[config.mk]
export PLATFORM = sky130hd
export DESIGN_NAME = pit3_top
export DESIGN_NICKNAME = d
export VERILOG_FILES = /design/src/rtl/pit3_pkg.sv /design/src/rtl/pit3_dec.sv /design/src/rtl/pit3_chan.sv /design/src/rtl/pit3_top.sv
export SDC_FILE = /design/constraint.sdc
export NUM_CORES = 1
export LEC_CHECK = 0
export ABC_AREA = 1
export ABC_CLOCK_PERIOD_IN_PS = 4300
export BUFFER_PORTS_ARGS = -buffer_cell sky130_fd_sc_hd__buf_4
export CAP_MARGIN = 20
export CORE_UTILIZATION = 65
export CTS_CLUSTER_DIAMETER = 40
export CTS_CLUSTER_SIZE = 14
export DETAILED_ROUTE_END_ITERATION = 7
export PLACE_DENSITY = 0.83
export RECOVER_POWER = 25
export REMOVE_ABC_BUFFERS = 1
export SETUP_SLACK_MARGIN = 0.5
export SYNTH_ARGS = -nofsm -noshare
export SYNTH_HDL_FRONTEND = slang
export SYNTH_SLANG_ARGS = --single-unit
[constraint.sdc]
create_clock -name clk -period 4.3 [get_ports clk]
set_input_delay 0.215 -clock clk [delete_from_list [all_inputs] [get_ports clk]]
set_output_delay 0.215 -clock clk [all_outputs]
set_load 0.1 [all_outputs]
[src/rtl/pit3_pkg.sv]
`timescale 1ns/1ps
package pit3_pkg;
    localparam int CNT_W    = 16;
    localparam int BYTE_W   = 8;
    localparam logic [1:0] CTL_ADDR = 2'd3;

    typedef enum logic [1:0] {
        ACC_SNAP = 2'b00,
        ACC_LO   = 2'b01,
        ACC_HI   = 2'b10,
        ACC_PAIR = 2'b11
    } acc_e;

    typedef enum logic [1:0] {
        MD_FLAG  = 2'd0,
        MD_STROBE = 2'd1,
        MD_SQUARE = 2'd2
    } mode_e;

    typedef struct packed {
        logic [CNT_W-1:0]  cnt;
        logic [CNT_W-1:0]  reload;
        logic [CNT_W-1:0]  snap;
        logic [BYTE_W-1:0] lo_hold;
        acc_e              acc;
        mode_e             mode;
        logic              run;
        logic              snap_vld;
        logic              wr_hi;
        logic              rd_hi;
        logic              out;
    } chan_st_t;

    function automatic mode_e decode_mode(input logic [2:0] f);
        case (f)
            3'd2, 3'd6: return MD_STROBE;
            3'd3, 3'd7: return MD_SQUARE;
            default:    return MD_FLAG;
        endcase
    endfunction

    // Square wave counts down by two; an odd reload is stretched for the
    // high phase and shortened for the low phase.
    function automatic logic [CNT_W-1:0] sq_load(input logic [CNT_W-1:0] n,
                                                 input logic hi);
        if (!n[0]) return n;
        return hi ? n + 1'b1 : n - 1'b1;
    endfunction
endpackage

[src/rtl/pit3_dec.sv]
`timescale 1ns/1ps
module pit3_dec
    import pit3_pkg::*;
#(
    parameter int NCH = 3
) (
    input  logic              wr_en,
    input  logic              rd_en,
    input  logic [1:0]        addr,
    input  logic [BYTE_W-1:0] wdata,
    output logic [NCH-1:0]    ctl_we,
    output logic [NCH-1:0]    snap_req,
    output logic [NCH-1:0]    dat_we,
    output logic [NCH-1:0]    dat_re
);
    always_comb begin
        ctl_we   = '0;
        snap_req = '0;
        dat_we   = '0;
        dat_re   = '0;
        for (int k = 0; k < NCH; k++) begin
            dat_we[k] = wr_en && (addr == 2'(k));
            dat_re[k] = rd_en && (addr == 2'(k));
            if (wr_en && (addr == CTL_ADDR) && (wdata[7:6] == 2'(k))) begin
                if (wdata[5:4] == ACC_SNAP) snap_req[k] = 1'b1;
                else                        ctl_we[k]   = 1'b1;
            end
        end
    end
endmodule

[src/rtl/pit3_chan.sv]
`timescale 1ns/1ps
module pit3_chan
    import pit3_pkg::*;
(
    input  logic              clk,
    input  logic              rst_n,
    input  logic              tick,
    input  logic              gate,
    input  logic              ctl_we,
    input  logic              snap_req,
    input  logic              dat_we,
    input  logic              dat_re,
    input  logic [BYTE_W-1:0] wdata,
    output logic [BYTE_W-1:0] rdata,
    output logic              out,
    output logic              run,
    output mode_e             mode,
    output logic [CNT_W-1:0]  cnt
);
    localparam chan_st_t RST_ST = '{
        cnt: '0, reload: '0, snap: '0, lo_hold: '0,
        acc: ACC_PAIR, mode: MD_FLAG,
        run: 1'b0, snap_vld: 1'b0, wr_hi: 1'b0, rd_hi: 1'b0, out: 1'b0
    };

    chan_st_t st_q, st_d;
    logic             ld;
    logic [CNT_W-1:0] ld_val;
    logic [CNT_W-1:0] view;
    mode_e            new_mode;

    always_comb begin
        st_d     = st_q;
        ld       = 1'b0;
        ld_val   = '0;
        new_mode = decode_mode(wdata[3:1]);

        // counting
        if (tick && gate && st_q.run) begin
            case (st_q.mode)
                MD_STROBE: begin
                    if (st_q.cnt == CNT_W'(1)) begin
                        st_d.cnt = st_q.reload;
                        st_d.out = 1'b1;
                    end else begin
                        st_d.cnt = st_q.cnt - 1'b1;
                        if (st_q.cnt == CNT_W'(2)) st_d.out = 1'b0;
                    end
                end
                MD_SQUARE: begin
                    if (st_q.cnt == CNT_W'(2)) begin
                        st_d.out = !st_q.out;
                        st_d.cnt = sq_load(st_q.reload, !st_q.out);
                    end else begin
                        st_d.cnt = st_q.cnt - CNT_W'(2);
                    end
                end
                default: begin
                    st_d.cnt = st_q.cnt - 1'b1;
                    if (st_q.cnt == CNT_W'(1)) st_d.out = 1'b1;
                end
            endcase
        end

        // snapshot request, ignored while one is held
        if (snap_req && !st_q.snap_vld) begin
            st_d.snap     = st_q.cnt;
            st_d.snap_vld = 1'b1;
        end

        // read byte sequencing
        if (dat_re) begin
            if (st_q.acc == ACC_PAIR) begin
                st_d.rd_hi = !st_q.rd_hi;
                if (st_q.rd_hi) st_d.snap_vld = 1'b0;
            end else begin
                st_d.snap_vld = 1'b0;
            end
        end

        // write byte sequencing
        if (dat_we) begin
            case (st_q.acc)
                ACC_LO: begin
                    ld     = 1'b1;
                    ld_val = {{(CNT_W-BYTE_W){1'b0}}, wdata};
                end
                ACC_HI: begin
                    ld     = 1'b1;
                    ld_val = {wdata, {(CNT_W-BYTE_W){1'b0}}};
                end
                default: begin
                    if (!st_q.wr_hi) begin
                        st_d.lo_hold = wdata;
                        st_d.wr_hi   = 1'b1;
                    end else begin
                        ld         = 1'b1;
                        ld_val     = {wdata, st_q.lo_hold};
                        st_d.wr_hi = 1'b0;
                    end
                end
            endcase
        end

        if (ld) begin
            st_d.reload = ld_val;
            st_d.run    = 1'b1;
            case (st_q.mode)
                MD_STROBE: begin st_d.cnt = ld_val;             st_d.out = 1'b1; end
                MD_SQUARE: begin st_d.cnt = sq_load(ld_val, 1'b1); st_d.out = 1'b1; end
                default:   begin st_d.cnt = ld_val;             st_d.out = 1'b0; end
            endcase
        end

        // control word
        if (ctl_we) begin
            st_d.acc      = acc_e'(wdata[5:4]);
            st_d.mode     = new_mode;
            st_d.run      = 1'b0;
            st_d.wr_hi    = 1'b0;
            st_d.rd_hi    = 1'b0;
            st_d.snap_vld = 1'b0;
            st_d.out      = (new_mode != MD_FLAG);
        end
    end

    always_ff @(posedge clk or negedge rst_n) begin
        if (!rst_n) st_q <= RST_ST;
        else        st_q <= st_d;
    end

    assign view  = st_q.snap_vld ? st_q.snap : st_q.cnt;
    assign rdata = ((st_q.acc == ACC_HI) || (st_q.acc == ACC_PAIR && st_q.rd_hi))
                   ? view[CNT_W-1 -: BYTE_W] : view[BYTE_W-1:0];
    assign out   = st_q.out;
    assign run   = st_q.run;
    assign mode  = st_q.mode;
    assign cnt   = st_q.cnt;
endmodule

[src/rtl/pit3_top.sv]
`timescale 1ns/1ps
module pit3_top
    import pit3_pkg::*;
#(
    parameter int NCH      = 3,
    parameter int GATED_CH = 2
) (
    input  logic        clk,
    input  logic        rst_n,
    input  logic        tick,
    input  logic        wr_en,
    input  logic        rd_en,
    input  logic [1:0]  addr,
    input  logic [7:0]  wdata,
    output logic [7:0]  rdata,
    input  logic        gate_in,
    output logic [2:0]  tmr_out
);
    logic [NCH-1:0]              ctl_we, snap_req, dat_we, dat_re;
    logic [NCH-1:0][BYTE_W-1:0]  ch_rdata;
    logic [NCH-1:0]              ch_out, ch_run;
    mode_e [NCH-1:0]             ch_mode;
    logic [NCH-1:0][CNT_W-1:0]   ch_cnt;

    pit3_dec #(.NCH(NCH)) u_dec (
        .wr_en    (wr_en),
        .rd_en    (rd_en),
        .addr     (addr),
        .wdata    (wdata),
        .ctl_we   (ctl_we),
        .snap_req (snap_req),
        .dat_we   (dat_we),
        .dat_re   (dat_re)
    );

    for (genvar k = 0; k < NCH; k++) begin : g_ch
        logic gate_k;
        if (k == GATED_CH) begin : g_gated
            assign gate_k = gate_in;
        end else begin : g_free
            assign gate_k = 1'b1;
        end

        pit3_chan u_chan (
            .clk      (clk),
            .rst_n    (rst_n),
            .tick     (tick),
            .gate     (gate_k),
            .ctl_we   (ctl_we[k]),
            .snap_req (snap_req[k]),
            .dat_we   (dat_we[k]),
            .dat_re   (dat_re[k]),
            .wdata    (wdata),
            .rdata    (ch_rdata[k]),
            .out      (ch_out[k]),
            .run      (ch_run[k]),
            .mode     (ch_mode[k]),
            .cnt      (ch_cnt[k])
        );
    end

    always_comb begin
        rdata = '0;
        for (int k = 0; k < NCH; k++) begin
            if (addr == 2'(k)) rdata = ch_rdata[k];
        end
    end

    assign tmr_out = ch_out;
endmodule

==> impl_metrics.csv <==
group,metric,value,unit
clock_network,clock_latency,0.47,ns
placed_design,routabilityCongestion,1.12,
floorplanning,row_count,58,
global_routing,grt_overflow,0,
clock_network,numCtsBuffers,17,
synth,ys_async_sr_fraction,100,%
pwr,p_clk_share,14.4,%
floorplanning,start_util,65.9,%
finish,stdcell_area,17600,µm²
clock_network,root_buffer,"clkbuf_16",
setup_path,cp_num_buf_inv,4,
routing,drt-initial-drc-count,2459,
timing,max-slew-margin-rel,-108,%
pwr,power_density,658,nW/µm²
global_routing,grt_start_max_net_pins,132,
synth,syn-cell-area,16600,µm²
timing,setup_viol,0,
routing,first_pass_iters,8,
setup_path,critPathMaxStageDelay,0.55,ns
pwr,p_leak,0.00857,µW
setup_path,cp_slowest_cell,"dfstp_2",
synth,yosys_register_bits,195,
timing,tightest_slew,3.12,ns
global_routing,first_global_vias,16858,
pwr,irDropWorstVdd,421,µV
pwr,p_sw,6210,µW
clock_network,cts_tree,"built",
setup_path,cp-start-kind,"register",
setup_path,cp-end-kind,"primary output",
synth,synth_top_area_cell,"dfrtp_1",
synth,synth-main-ff-cell,"dfrtp_1",
routing,vias,18246,
synth,synth_top_area_share,28.6,%
synth,synth_top_cells_by_area,"dfrtp_1 29%, nand2_1 18%, o21ai_0 8.1%",
finish,nets,2697,
placed_design,hpwl,42.0,mm
setup_path,path_class,"register to primary output",
floorplanning,die_h,162,µm
setup_path,cp_top_family,"buffers and inverters",
routing,drc,94,
pwr,power.internal,5360,µW
timing,hold_violations,0,
run_status,violations,"DRC, capacitance limit, slew limit",
placed_design,io_buffer_count,26,
clock_network,cts_sinks,195,
pwr,switching_share,53.6,%
clock_network,clk_pin_slew,0.08,ns
setup_path,crit_chain,"inv_1 -> ha_1 -> a21oi_1 -> buf_4 -> clkinv_1 -> o21ai_0 -> a21oi_1 -> o311ai_0 -> buf_4",
finish,drive_gt1_share,4.24,%
floorplanning,die_x,162,µm
synth,synth-seq-area-share,29.5,%
synth,synth_edf_count,0,
timing,slew_violations,52,
timing,setup_tns,0,ns
clock_network,h-tree-depth,4,
placed_design,placed_cells,2912,
floorplanning,die_area,26100,µm²
placed_design,dpl_cell_area,16900,µm²
routing,drt.antenna.violating_nets,0,
routing,drt_wl_total,56.0,mm
run_status,outcome,"finished with violations",
global_routing,grt_usage,43.5,%
floorplanning,num_io_pins,27,
timing,period_needed,3.47,ns
synth,syn_avg_cell_area,6.32,µm²
pwr,power.share.sequential,30.5,%
routing,vias_per_cell,6.18,
timing,period_share,80.7,%
synth,postSynthCellCount,2620,
global_routing,grt_antenna_before_repair,2,
pwr,pwr-share-comb,55.1,%
routing,wire_per_inst,19.0,µm
setup_path,worstPathRequired,4.09,ns
synth,ys_types,47,
timing,rsz0062_at_grt,"no",
finish,instances_no_fill,2952,
finish,area_growth,6.33,%
setup_path,crit_fanout,21,
global_routing,grt_pass1_wl,88.8,mm
synth,yosys_warnings,0,
worst_hold_path,hold_class,"input port to register",
clock_network,cts_buffer_depth,2,
timing,max_freq,0.288,GHz
floorplanning,core,25100,µm²
setup_path,cp_data_arrival_time,3.26,ns
timing,holdWs,0.0824,ns
timing,clock-skew-final,0.0201,ns
run,maxCapViolations,1,
setup_path,r2r_slack,0.86,ns
final timing paths:
kind / to / depth (start not counted) / startpoint
max in group asynchronous: g_ch[0].u_chan.st_q[7] / 4 / rst_n
min in group asynchronous: g_ch[1].u_chan.st_q[45] / 2 / rst_n
worst max register to register: g_ch[1].u_chan.cnt[12] / 13 / g_ch[1].u_chan.st_q[7]
worst min-delay path: g_ch[2].u_chan.st_q[15] / 3 / wdata[6]
worst min register to register: g_ch[1].u_chan.st_q[30] / 2 / g_ch[1].u_chan.st_q[30]
worst max-delay path: rdata[1] / 9 / g_ch[2].u_chan.st_q[7]
metal layers:
metal	share of wire, %	GRT usage, %	vias up
met5	0.014	0	-
li1	-	-	8518
met1	40	57.7	8346
met4	5.2	21.4	2
met2	44	67.5	1143
met3	11	9.30	237
logic make-up after synthesis:
| family | Yosys count | synth area share [%] |
|---|---|---|
| adders and majority gates | 75 | 5.67 |
| buffers and inverters | 402 | 9.38 |
| AOI/OAI and AO/OA | 540 | 17.9 |
| and+or+nand+nor | 1328 | 33.3 |
| DFF | 195 | 29.5 |
| xor gates and xnor gates | 80 | 4.23 |
worst register-to-register path, stage by stage (launching register included):
cell	delay (ns)
dfstp_2	0.57
inv_1	0.07
ha_1	0.39
inv_1	0.21
nor2_2	0.10
nor2_8	0.39
inv_1	0.46
nor2_1	0.28
nand3_1	0.19
nor3_4	0.26
nand2_1	0.10
xor2_1	0.15
nor2_1	0.11
nor2_1	0.04
stage by stage:
step	setup WS (ns)	utilization, %	power, µW
CTS	0.866	69.9	11300
floorplan	-1.65	-	7770
global placement	1.03	67.5	9460
global route	0.539	70.1	12400
finish	0.828	70.1	11600
detailed placement	0.955	67.5	9640
layout make-up:
type	count	area [µm²]
Antenna cell	3	7.51
Sequential cell	195	4890
Clock buffer	18	439
Multi-Input combinational cell	2023	10100
Tap cell	330	413
Inverter	325	1220
Timing Repair Buffer	44	362
Fill cell	2236	7510
Clock inverter	14	156
cell usage after synthesis (11+ instances only):
master	n
a21oi_1	160
a31oi_1	16
clkbuf_1	60
dfrtp_1	189
ha_1	75
inv_1	314
nand2_1	785
nand3_1	156
nand4_1	28
nor2_1	276
nor3_1	39
o211ai_1	46
o21ai_0	267
o22ai_1	11
xor2_1	74
power by group through the flow:
stage | clock [µW] | sequential [µW] | combinational (µW)
after global routing | 1710 | 3600 | 7100
after detailed placement | 0 | 3500 | 6140
after floorplan | 0 | 3230 | 4540
after global placement | 0 | 3480 | 5980
after CTS | 1660 | 3480 | 6180
final | 1660 | 3530 | 6380
flip-flops by register name, summed over array words and instances (netlist names):
signal and flops:
g_ch.u_chan.cnt 48, g_ch.u_chan.mode 6, g_ch.u_chan.out 3, g_ch.u_chan.run 3, g_ch.u_chan.st_q 135
repair_timing:
action | CTS | global route
hold buffers | 0 | 1
resized for setup | 0 | 1
hold endpoints to repair | 0 | 51
endpoints found under the setup margin | 0 | 2
buffers inserted | 0 | 3
layout by cell type, fill, tap and decap left out, types with 4 or more instances in the layout:
cell type	synthesis	layout
nand2_1	785	785
inv_1	314	313
nor2_1	276	276
o21ai_0	267	267
dfrtp_1	189	189
a21oi_1	160	160
nand3_1	156	156
ha_1	75	75
xor2_1	74	74
o211ai_1	46	46
buf_4	5	40
nor3_1	39	39
nand4_1	28	28
clkbuf_16	0	17
a31oi_1	16	16
o22ai_1	11	11
nor2_2	9	9
clkinv_1	9	9
o21bai_1	7	7
o311ai_0	7	7
nand3b_1	7	7
o21a_1	6	6
xnor2_1	6	6
dfstp_2	6	6
nand3_2	5	5
nor4_1	5	5
o221ai_1	5	5
inv_6	0	5
or2_2	4	4
clkinv_8	0	4
Power figures use the tool's default switching activity.
